--- src/rtl/npc_short_vec_sel.sv ---
module npc_short_vec_sel #(
  parameter int EW = 12
) (
  input  logic                 clk,
  input  logic                 rst_n,
  input  logic [2:0]           vec_idx,
  input  logic signed [EW-1:0] cap_err,
  input  logic [EW-2:0]        deadband,
  input  logic [1:0]           ia_sgn,
  input  logic [1:0]           ib_sgn,
  input  logic [1:0]           ic_sgn,
  output logic [1:0]           st_a,
  output logic [1:0]           st_b,
  output logic [1:0]           st_c,
  output logic [1:0]           np_sgn
);

  function automatic logic [5:0] low_of(input logic [2:0] k);
    case (k)
      3'd1:    low_of = {2'b00, 2'b11, 2'b11};
      3'd2:    low_of = {2'b00, 2'b00, 2'b11};
      3'd3:    low_of = {2'b11, 2'b00, 2'b11};
      3'd4:    low_of = {2'b11, 2'b00, 2'b00};
      3'd5:    low_of = {2'b11, 2'b11, 2'b00};
      3'd6:    low_of = {2'b00, 2'b11, 2'b00};
      default: low_of = 6'd0;
    endcase
  endfunction

  function automatic logic [1:0] bump(input logic [1:0] s);
    bump = (s == 2'b11) ? 2'b00 : 2'b01;
  endfunction

  function automatic logic signed [2:0] cur(input logic [1:0] c);
    case (c)
      2'b01:   cur = 3'sd1;
      2'b11:   cur = -3'sd1;
      default: cur = 3'sd0;
    endcase
  endfunction

  function automatic logic signed [1:0] np_of(input logic [5:0] v,
                                              input logic [1:0] ca,
                                              input logic [1:0] cb,
                                              input logic [1:0] cc);
    logic signed [2:0] acc;
    acc = 3'sd0;
    if (v[5:4] == 2'b00) acc = acc + cur(ca);
    if (v[3:2] == 2'b00) acc = acc + cur(cb);
    if (v[1:0] == 2'b00) acc = acc + cur(cc);
    np_of = (acc > 3'sd0) ? 2'sb01 : (acc < 3'sd0) ? 2'sb11 : 2'sb00;
  endfunction

  logic              idx_ok, hold_hi, pick_hi, above, below;
  logic [5:0]        lo_v, hi_v, ch_v;
  logic signed [1:0] s_lo, s_hi;
  logic signed [EW:0] err_x, db_x;

  assign idx_ok = (vec_idx >= 3'd1) && (vec_idx <= 3'd6);
  assign lo_v   = low_of(vec_idx);
  assign hi_v   = {bump(lo_v[5:4]), bump(lo_v[3:2]), bump(lo_v[1:0])};
  assign s_lo   = np_of(lo_v, ia_sgn, ib_sgn, ic_sgn);
  assign s_hi   = np_of(hi_v, ia_sgn, ib_sgn, ic_sgn);
  assign err_x  = {cap_err[EW-1], cap_err};
  assign db_x   = {2'b00, deadband};
  assign above  = err_x > db_x;
  assign below  = err_x < -db_x;

  always_comb begin
    pick_hi = hold_hi;
    if (above && s_hi != s_lo) pick_hi = s_hi < s_lo;
    else if (below && s_hi != s_lo) pick_hi = s_hi > s_lo;
  end

  assign ch_v = pick_hi ? hi_v : lo_v;

  always_ff @(posedge clk or negedge rst_n) begin
    if (!rst_n) begin
      hold_hi <= 1'b0;
      st_a    <= 2'b00;
      st_b    <= 2'b00;
      st_c    <= 2'b00;
      np_sgn  <= 2'b00;
    end else if (idx_ok) begin
      hold_hi <= pick_hi;
      st_a    <= ch_v[5:4];
      st_b    <= ch_v[3:2];
      st_c    <= ch_v[1:0];
      np_sgn  <= pick_hi ? s_hi : s_lo;
    end else begin
      st_a    <= 2'b00;
      st_b    <= 2'b00;
      st_c    <= 2'b00;
      np_sgn  <= 2'b00;
    end
  end

endmodule

--- config.mk ---
export PLATFORM = sky130hd
export DESIGN_NAME = npc_short_vec_sel
export DESIGN_NICKNAME = d
export VERILOG_FILES = /design/src/rtl/npc_short_vec_sel.sv
export SDC_FILE = /design/constraint.sdc
export NUM_CORES = 1
export LEC_CHECK = 0
export BUFFER_PORTS_ARGS = -buffer_cell sky130_fd_sc_hd__buf_4
export CORE_MARGIN = 2
export CORE_UTILIZATION = 25
export CTS_BUF_LIST = sky130_fd_sc_hd__clkbuf_4
export DETAILED_ROUTE_END_ITERATION = 7
export PLACE_DENSITY_LB_ADDON = 0.15
export REMOVE_ABC_BUFFERS = 1
export SETUP_SLACK_MARGIN = 0.5
export SLEW_MARGIN = 20
export SYNTH_ARGS = -nofsm -noshare
export SYNTH_HDL_FRONTEND = slang
export SYNTH_SLANG_ARGS = --single-unit
--- constraint.sdc ---
create_clock -name clk -period 5.7 [get_ports clk]
set_clock_uncertainty 0.2 [all_clocks]
set_input_delay 0.855 -clock clk [delete_from_list [all_inputs] [get_ports clk]]
set_output_delay 0.855 -clock clk [all_outputs]
set_load 0.01 [all_outputs]
==> run metrics, run 1 <==
max_cap viols=0; worst r2r src=hold_hi; CTS hold repair buffers=0; Arr. time, crit path=5.18 ns; Hold Slack=0.206 ns; leak pwr=1.43 nW; Buf+Inv Stages, Crit Path=2; DRT iter0 DRCs=67; post-DP HPWL=5040 µm; H-tree levels=1; initial core utilization=about a quarter; Fmax achieved=0.191 GHz; first drt pass iteration count=4; number of port buffers=41; crit-path max FO=4; RSZ-0062 raised after global routing=yes; worst IR drop on VDD=70.3 µV; worst skew pair latency=0.26 ns; proportion of layout cells with a drive suffix above 1=34.8%; Synth Flop Type=dfrtp_1; vias per std cell=around 4.9; final wirelength=6330 µm; number of synthesized flops with an enable pin=0; simple-gate portion of the synthesized area=23.2%; Post-Syn Area=2150 µm²; Post-synth top cells=ha_1, inv_1, nand2_1; most common cell in the netlist=ha_1; largest net degree at the start of global routing=28; clock buffer depth=2; RD Place Congestion=0.809; full die area=roughly 9400 µm²; Final Slew Violations=0; Register-to-Register Path Depth=4; initial antenna violation count=0; DP Cell Count=439; core area=a little over 8000 µm²; cell accounting for the most synthesized area=ha_1; Setup crit end kind=flip-flop; Ports=42; routed len/inst=14.0 µm; Worst Hold Class=in -> async; die outline height=96.7 µm; Final min period=5.24 ns; final setup fails=0; crit-path cells=buf_8, nor2b_4, a21oi_4, and2_4, ha_4, fa_1, nand2_1, a31oi_1, inv_1, fa_2, nor2b_4, nand3_2, o311a_1, or2_1, ha_4, nand2_4, o2111ai_4, a211oi_2, or2b_4, a311oi_4, a21o_4, mux2_4; CTS tree=done; final hold vios=0; All-Layer GR Usage=between 10% and 20%; post-route DRC violation count=0; Tcrit/Tclk final=92.0%; Yosys top cell area share=17.5%; Synth Register Bits=9; crit path from=vec_idx[1]; Clock Root Buffer=clkbuf_4; Die Span X=approximately 97 µm; Crit Path Category=in -> reg; post-synthesis compound-gate area fraction=25.3%; Post-synth ARST share=100%; DR vias=2239; largest cells by area after synthesis=ha_1, dfrtp_1, fa_1; Slowest cell on crit path=fa_1; Startpoint Class=input port; Routed Antenna Nets=0; kind of cell adding the most delay to the critical path=adder cells; CTS buffer count=3; CTS Sinks=9; worst rel slew slack=between 40% and 50%; number of global-route vias before repair=2262; largest family of logic cells by synthesized area=compound AO/OA/AOI/OAI gates; sequential fraction of the synthesis area=10.5%; synth warn=0; outcome=completed; post-route insts no fill=453; grt ovf=0; PwrDens=198 nW/µm²; post-synthesis xor/xnor area fraction=5.30%; Post-Synthesis Cells=275; post-synth cell types=59; Worst Tran Pin Value=0.792 ns; first-pass GRT wire length=roughly 11000 µm; r2r setup slk=3.73 ns; clock-pin transition on the worst setup and hold timing paths=0.06 ns; post-synthesis mux area share=4.42%; P&R area growth vs syn=41.7%; final core occ=36.9%; site row count=33; Nets=420; Largest stage delay, worst path=0.57 ns; Crit path required time=5.64 ns; post-synthesis average cell area=7.82 µm²; Reg-to-Reg End=np_sgn[1]; adder-cell share of the synthesized area=24.0%; antenna cells=0
-- per-stage QoR --
stage / instance area, µm² / TNS, ns / power (mW) / worst slack, ns
floorplan: 2100 / 0 / 0.317 / 0.0955
global route: 3050 / 0 / 0.656 / 0.284
detailed placement: 2770 / -1.46 / 0.491 / -0.224
CTS: 2960 / 0 / 0.581 / 0.505
finish: 3050 / 0 / 0.602 / 0.456
global placement: 2770 / -1.56 / 0.491 / -0.243
-- registers in the layout, summed over array words and instances, names as in the netlist --
| name | flops |
|---|---|
| np_sgn | 2 |
| st_c | 2 |
| hold_hi | 1 |
| st_a | 2 |
| st_b | 2 |
-- routing by layer --
layer | GRT usage, % | vias to the layer above | wire [µm]
li1 | - | 1149 | -
met1 | 17.4 | 1042 | 2990
met2 | 23.2 | 46 | 3110
met3 | 2.10 | 2 | 205
met4 | 1.08 | 0 | 25
met5 | 0 | - | 0
-- placed cells by master, fill, tap and decap left out, types with 2 or more instances in the layout --
master     Yosys  routed
nor2b_1       10       7
nand4_1        6       6
a31oi_1        2       2
nor2b_4        0       3
o41a_1         2       2
a22o_1         2       2
mux2i_1        8       8
fa_1           7       5
ha_4           0       2
fa_2           0       2
o311a_1        2       2
a211oi_1       7       4
o2111ai_1      4       3
clkbuf_4       0       4
a211oi_2       0       3
xnor2_1        9       8
ha_1          30      27
o211a_1        2       2
nor2_1        19      18
o211ai_1       3       3
buf_6          0       3
or2_2          2       2
nand3_1        6       5
o22ai_1        2       2
a21oi_1       15      13
buf_4          0      77
or3_1          3       3
o21ai_0        9       9
nor3_1         9       9
nor4_1         2       2
dfrtp_1        9       9
inv_1         29      28
nand2_1       24      23
xor2_1         4       4
nand2b_1       5       5
-- final cells by class --
type                            instances  area [µm²]
Clock buffer                            4        30.0
Fill cell                             885        5210
Inverter                               29         109
Multi-Input combinational cell        225        1920
Sequential cell                         9         225
Tap cell                              105         131
Timing Repair Buffer                   81         627
-- repair_timing --
| item | 4_1_cts | 5_1_grt |
|---|---|---|
| endpoints found under the setup margin | 9 | 9 |
| setup buffers | 7 | 3 |
| pin swaps | 12 | 7 |
| endpoints found under the hold margin | 0 | 0 |
| gates resized for setup | 23 | 13 |
-- power breakdown --
| part | leakage [nW] | internal, mW | switching, mW |
|---|---|---|---|
| clock network | 0.0184 | 0.0317 | 0.0215 |
| registers | 0.112 | 0.0874 | 0.0148 |
| logic | 1.30 | 0.230 | 0.216 |
| total | 1.43 | 0.349 | 0.252 |
-- cells by family after synthesis --
group | after synthesis
mux | 9
flops | 9
xor+xnor | 13
buf+inv | 41
compound gates | 69
simple gates | 97
fa+ha+maj | 37
-- worst max-delay path by stage --
stage,to,cells past startpoint
6_report,np_sgn[1],22
5_1_grt,st_c[1],24
4_1_cts,np_sgn[1],22
3_5_place_dp,np_sgn[0],23
3_3_place_gp,np_sgn[0],23
2_1_floorplan,np_sgn[1],21
Note: power is estimated with default switching activity, not from simulation.
==> inputs of run 2 (changes only) <==
--- a/config.mk
+++ b/config.mk
@@ -10,6 +10,7 @@
 export CORE_UTILIZATION = 25
 export CTS_BUF_LIST = sky130_fd_sc_hd__clkbuf_4
 export DETAILED_ROUTE_END_ITERATION = 7
+export GPL_TIMING_DRIVEN = 0
 export PLACE_DENSITY_LB_ADDON = 0.15
 export REMOVE_ABC_BUFFERS = 1
 export SETUP_SLACK_MARGIN = 0.5
==> run metrics, run 2 (synthesized netlist as in run 1, its figures left out) <==
outcome=completed (unchanged); Crit Path Category=in -> reg (unchanged); clock-pin transition on the worst setup and hold timing paths=0.06 ns (about the same); Hold Slack=0.199 ns (was 0.206 ns); largest net degree at the start of global routing=25 (was 28); die outline height=96.7 µm (unchanged); most utilized layer in the global route result=met2 (unchanged); DP Cell Count=409 (was 439); final core occ=37.0% (was 36.9%); Final Slew Violations=0 (unchanged); Clock Root Buffer=clkbuf_4 (unchanged); grt ovf=0 (unchanged); post-DP HPWL=4530 µm (was 5040 µm); Tcrit/Tclk final=91.9% (was 92.0%); Ports=42 (unchanged); Crit path required time=5.64 ns (about the same); final hold vios=0 (unchanged); total power=0.584 mW (was 0.602 mW); first-pass GRT wire length=10100 µm (was 10600 µm); DP Area=2540 µm² (was 2770 µm²); crit-path max FO=5 (was 4); worst skew pair latency=0.26 ns (about the same); Largest stage delay, worst path=0.52 ns (was 0.57 ns); crit path from=vec_idx[1] (unchanged); final instance area=3060 µm² (was 3050 µm²); worst rel slew slack=52.5% (was 46.7%); max_cap viols=0 (unchanged); Worst Tran Pin Value=0.706 ns (was 0.792 ns); All-Layer GR Usage=12.5% (was 13.1%); CTS tree=done (unchanged); final setup fails=0 (unchanged); RSZ-0062 raised after global routing=yes (unchanged); antenna cells=0 (unchanged); Register-to-Register Path Depth=4 (unchanged); site row count=33 (unchanged); kind of cell adding the most delay to the critical path=adder cells (unchanged); core area=8260 µm² (unchanged); leak pwr=1.39 nW (was 1.43 nW); CTS Sinks=9 (unchanged); proportion of layout cells with a drive suffix above 1=33.9% (was 34.8%); final wirelength=6140 µm (was 6330 µm); most frequent cells in the layout=buf_4, inv_1, ha_1, nand2_1, nor2_1 (unchanged); Setup crit end kind=flip-flop (unchanged); Buf+Inv Stages, Crit Path=2 (unchanged); Worst Hold Class=in -> async (unchanged); met1 Usage GRT=17.1% (was 17.4%); DR vias=2172 (was 2239); H-tree levels=1 (unchanged); Startpoint Class=input port (unchanged); post-route insts no fill=435 (was 453); Slowest cell on crit path=fa_1 (unchanged); Worst path depth=22 (unchanged); initial core utilization=26.0% (unchanged); Die Span X=96.7 µm (unchanged); CTS buffer count=3 (unchanged); worst IR drop on VDD=65.5 µV (was 70.3 µV); number of port buffers=41 (unchanged); vias per std cell=4.99 (was 4.94); r2r setup slk=3.68 ns (was 3.73 ns); Arr. time, crit path=5.18 ns (about the same); full die area=9360 µm² (unchanged); initial antenna violation count=0 (unchanged); clock buffer depth=2 (unchanged); Fmax achieved=0.191 GHz (about the same); crit-path cells=buf_16, nor2b_4, a21oi_4, and2_4, ha_4, fa_1, nand2_1, a31oi_2, inv_1, fa_2, nor2b_4, nand3_2, o311a_1, or2_1, ha_4, nand2_4, o2111ai_4, a211oi_2, or2b_4, a311oi_4, a21o_4, mux2_4 (was buf_8, nor2b_4, a21oi_4, and2_4, ha_4, fa_1, nand2_1, a31oi_1, inv_1, fa_2, nor2b_4, nand3_2, o311a_1, or2_1, ha_4, nand2_4, o2111ai_4, a211oi_2, or2b_4, a311oi_4, a21o_4, mux2_4); PwrDens=191 nW/µm² (was 198 nW/µm²); Final min period=5.24 ns (about the same); post-route DRC violation count=0 (unchanged); Routed Antenna Nets=0 (unchanged); routed len/inst=14.1 µm (was 14.0 µm); Setup crit end=np_sgn[1] (unchanged); commonest non-fill, non-tap cell in the layout=buf_4 (unchanged); Nets=402 (was 420); worst r2r src=hold_hi (unchanged); met2 GRT Util=21.7% (was 23.2%); DRT iter0 DRCs=95 (was 67); CTS hold repair buffers=0 (unchanged); P&R area growth vs syn=42.3% (was 41.7%); first drt pass iteration count=4 (unchanged); grt met3 use=2.38% (was 2.10%); RD Place Congestion=0.744 (was 0.809); Reg-to-Reg End=np_sgn[1] (unchanged); number of global-route vias before repair=2142 (was 2262)
[run 2: cell type report]
cell class / count / area [µm²]
flip-flops and latches: 9 / 225
fillers: 867 / 5200
repair buffers: 63 / 577
clock buffers: 4 / 30.0
multi-input cells: 225 / 1980
well taps: 105 / 131
inverters: 29 / 113
[run 2: how the worst min path moves through the flow]
| stage | from | to | slack (ns) | depth (start not counted) |
|---|---|---|---|---|
| 2_1_floorplan | rst_n | hold_hi | 0.36 | 0 |
| 4_1_cts | rst_n | st_b[1] | 0.20 | 1 |
| 3_3_place_gp | rst_n | np_sgn[0] | 0.48 | 1 |
| 3_5_place_dp | rst_n | st_c[1] | 0.49 | 1 |
| 5_1_grt | rst_n | st_b[1] | 0.19 | 1 |
| 6_report | rst_n | st_b[1] | 0.20 | 1 |
[run 2: power breakdown]
| group | internal (mW) | switching [mW] |
|---|---|---|
| combinational | 0.214 | 0.212 |
| clock | 0.0317 | 0.0226 |
| sequential | 0.0874 | 0.0161 |
| total | 0.333 | 0.251 |
[run 2: stage by stage]
step | setup TNS, ns | setup WS, ns
after floorplan | 0 | 0.0955
after CTS | 0 | 0.490
after global routing | 0 | 0.321
after global placement | -6.17 | -0.837
after detailed placement | -6.79 | -0.915
final | 0 | 0.463
[run 2: routing by layer]
layer	vias up	wire (µm)
met1	1019	2850
met3	0	263
li1	1110	-
met2	43	3030
met5	-	0
met4	0	0
[run 2: timing repair]
action,4_1_cts,5_1_grt
pin swaps,19,8
buffers inserted,12,7
resized for setup,36,15
setup endpoints to repair,9,9
gates cloned,2,1
==> inputs of run 3 (changes only) <==
--- a/config.mk
+++ b/config.mk
@@ -5,10 +5,11 @@
 export SDC_FILE = /design/constraint.sdc
 export NUM_CORES = 1
 export LEC_CHECK = 0
+export ABC_AREA = 1
 export BUFFER_PORTS_ARGS = -buffer_cell sky130_fd_sc_hd__buf_4
 export CORE_MARGIN = 2
 export CORE_UTILIZATION = 25
-export CTS_BUF_LIST = sky130_fd_sc_hd__clkbuf_4
+export CTS_BUF_LIST = sky130_fd_sc_hd__clkbuf_16
 export DETAILED_ROUTE_END_ITERATION = 7
 export GPL_TIMING_DRIVEN = 0
 export PLACE_DENSITY_LB_ADDON = 0.15
==> constraint.sdc (replaced) <==
create_clock -name clk -period 5.5 [get_ports clk]
set_clock_uncertainty 0.2 [all_clocks]
set_input_delay 0.825 -clock clk [delete_from_list [all_inputs] [get_ports clk]]
set_output_delay 0.825 -clock clk [all_outputs]
set_load 0.01 [all_outputs]
==> run metrics, run 3 <==
clock buffer depth=2 (unchanged); Slowest cell on crit path=fa_1 (unchanged); final hold vios=0 (unchanged); DRT iter0 DRCs=39 (was 95); synth warn=0 (unchanged); Largest stage delay, worst path=0.44 ns (was 0.52 ns); CTS buffer count=3 (unchanged); largest family of logic cells by synthesized area=adder cells (was compound AO/OA/AOI/OAI gates); Nets=360 (was 402); Post-synth top cells=nand2_1, inv_1, ha_1 (was ha_1, inv_1, nand2_1); final wirelength=3320 µm (was 6140 µm); Crit path required time=5.41 ns (was 5.64 ns); number of post-CTS setup repair buffers=0 (was 12); Placement Setup Slack=0.659 ns (was -0.915 ns); worst skew pair latency=0.23 ns (was 0.26 ns); post-synthesis mux area share=0% (was 4.42%); Reg-to-Reg End=st_a[0] (was np_sgn[1]); die outline height=85.6 µm (was 96.7 µm); CTS tree=done (unchanged); Routed Antenna Nets=0 (unchanged); Final min period=between 4 and 5 ns; antenna cells=0 (unchanged); Setup crit end kind=flip-flop (unchanged); cell accounting for the most synthesized area=ha_1 (unchanged); proportion of layout cells with a drive suffix above 1=19.8% (was 33.9%); All-Layer GR Usage=9.55% (was 12.5%); routed len/inst=9.10 µm (was 14.1 µm); full die area=7320 µm² (was 9360 µm²); initial antenna violation count=0 (unchanged); Post-Synthesis Cells=245 (was 275); worst IR drop on VDD=124 µV (was 65.5 µV); first drt pass iteration count=4 (unchanged); post-CTS sizing=0 (was 36); most common cell in the netlist=nand2_1 (was ha_1); leak pwr=1.24 nW (was 1.39 nW); outcome=completed (unchanged); vias per std cell=4.12 (was 4.99); first-pass GRT wire length=5870 µm (was 10100 µm); post-route DRC violation count=0 (unchanged); Ports=42 (unchanged); fill cell total of the finished layout=715 (was 867); core area=6390 µm² (was 8260 µm²); Final Slew Violations=0 (unchanged); post-synthesis compound-gate area fraction=8.05% (was 25.3%); largest net degree at the start of global routing=10 (was 25); site row count=29 (was 33); total power=0.453 mW (was 0.584 mW); Worst Tran Pin Value=0.349 ns (was 0.706 ns); setup ws final=0.917 ns (was 0.463 ns); initial core utilization=26.1% (was 26.0%); Post-Syn Area=1660 µm² (was 2150 µm²); crit-path max FO=3 (was 5); Yosys top cell area share=22.6% (was 17.5%); sequential fraction of the synthesis area=13.5% (was 10.5%); Fmax achieved=0.218 GHz; post-synthesis xor/xnor area fraction=5.64% (was 5.30%); Crit Path Category=in -> reg (unchanged); Startpoint Class=input port (unchanged); crit-path cells=buf_4, nand2_1, nand2_2, nor2_4, ha_1, inv_1, fa_1, nand2_1, nand2_1, fa_1, a21oi_1, o21ai_0, xor2_2, or2_1, inv_1, ha_1, inv_1, fa_1, inv_1, nand4_1, nand3_1, nand2_1, nor2_1, nor2_1 (was buf_16, nor2b_4, a21oi_4, and2_4, ha_4, fa_1, nand2_1, a31oi_2, inv_1, fa_2, nor2b_4, nand3_2, o311a_1, or2_1, ha_4, nand2_4, o2111ai_4, a211oi_2, or2b_4, a311oi_4, a21o_4, mux2_4); Tcrit/Tclk final=a little over four fifths; number of global-route vias before repair=1446 (was 2142); grt ovf=0 (unchanged); number of synthesized flops with an enable pin=0 (unchanged); worst r2r src=hold_hi (unchanged); post-DP HPWL=3080 µm (was 4530 µm); Post-synth ARST share=100% (unchanged); RD Place Congestion=0.765 (was 0.744); commonest non-fill, non-tap cell in the layout=nand2_1 (was buf_4); PwrDens=212 nW/µm² (was 191 nW/µm²); max_cap viols=0 (unchanged); adder-cell share of the synthesized area=31.0% (was 24.0%); final setup fails=0 (unchanged); number of port buffers=41 (unchanged); post-synth cell types=26 (was 59); post-synthesis average cell area=6.79 µm² (was 7.82 µm²); worst rel slew slack=76.5% (was 52.5%); final setup TNS=0 ns (unchanged); Synth Flop Type=dfrtp_1 (unchanged); r2r setup slk=4.33 ns (was 3.68 ns); clock-pin transition on the worst setup and hold timing paths=0.04 ns (was 0.06 ns); CTS hold repair buffers=0 (unchanged); most frequent cells in the layout=nand2_1, inv_1, buf_4, ha_1, nor2_1 (was buf_4, inv_1, ha_1, nand2_1, nor2_1); RSZ-0062 raised after global routing=no (was yes); Synth Register Bits=9 (unchanged); simple-gate portion of the synthesized area=30.5% (was 23.2%); Arr. time, crit path=4.50 ns (was 5.18 ns); largest cells by area after synthesis=ha_1, dfrtp_1, nand2_1 (was ha_1, dfrtp_1, fa_1); Worst Hold Class=in -> async (unchanged); Register-to-Register Path Depth=5 (was 4); DR vias=1502 (was 2172); CTS Sinks=9 (unchanged); H-tree levels=1 (unchanged); Clock Root Buffer=clkbuf_16 (was clkbuf_4); Die Span X=85.6 µm (was 96.7 µm); P&R area growth vs syn=28.6% (was 42.3%)
==> run 3: cell count changes in the layout (fill, tap and decap cells not counted), moves of 6 or more <==
cell     change
nand2_1     +36
inv_1       +21
buf_4       -16
nand3_1     +11
mux2i_1      -8
nor2b_1      -7
xnor2_1      -7
nor2_1       +6
==> run 3: layout make-up <==
cell class / instances / area [µm²] / area share (%)
clock buffer: 3 / 75.1 / 3.51
clock inverter: 1 / 3.75 / 0.175
inverter: 48 / 180 / 8.42
multi-input combinational: 186 / 1250 / 58.5
sequential: 9 / 225 / 10.5
tap: 77 / 96.3 / 4.50
timing repair buffer: 41 / 308 / 14.4
==> run 3: metrics by stage <==
step | hold WS [ns] | area [µm²] | utilization, % | instances
5_1_grt | 0.214 | 2140 | 33.5 | 365
2_1_floorplan | 0.317 | 1660 | - | 243
3_5_place_dp | 0.372 | 2060 | 32.3 | 361
3_3_place_gp | 0.360 | 2060 | 32.3 | 361
6_report | 0.207 | 2140 | 33.5 | 365
4_1_cts | 0.212 | 2140 | 33.5 | 365
==> run 3: kinds of logic (layout without fill, tap and decap cells) <==
group | count (synthesis) | after routing
compound gates | 23 | 23
xor+xnor | 9 | 9
fa+ha+maj | 37 | 37
buf+inv | 50 | 93
flops | 9 | 9
simple gates | 117 | 117
==> run 3: worst max-delay path: cells and delay by family <==
kind                     cells  cell delay, ns
adder cells (fa/ha/maj)      5            1.59
AND/OR/NAND/NOR             11            1.22
buffers and inverters        5            0.38
AO/OA/AOI/OAI                2            0.27
XOR/XNOR                     1            0.21
==> run 3: how the worst max path moves through the flow <==
stage	slack (ns)	endpoint	from
finish	0.92	np_sgn[1]	vec_idx[1]
global route	0.52	st_c[0]	vec_idx[1]
CTS	0.88	np_sgn[1]	vec_idx[1]
detailed placement	0.66	np_sgn[1]	vec_idx[1]
global placement	0.63	st_c[0]	vec_idx[1]
floorplan	1.08	np_sgn[1]	vec_idx[2]
==> run 3: where the power goes <==
| group | switching (mW) | internal (mW) | total (mW) |
|---|---|---|---|
| registers | 0.00829 | 0.0910 | 0.0992 |
| logic | 0.129 | 0.101 | 0.230 |
| clock network | 0.0288 | 0.0947 | 0.124 |
| total | 0.166 | 0.287 | 0.453 |
==> run 3: layer usage <==
layer	global-route usage (%)	routed length, µm
met1	13.3	1720
met2	15.9	1470
met3	0.770	102
met4	2.60	29
met5	0	0
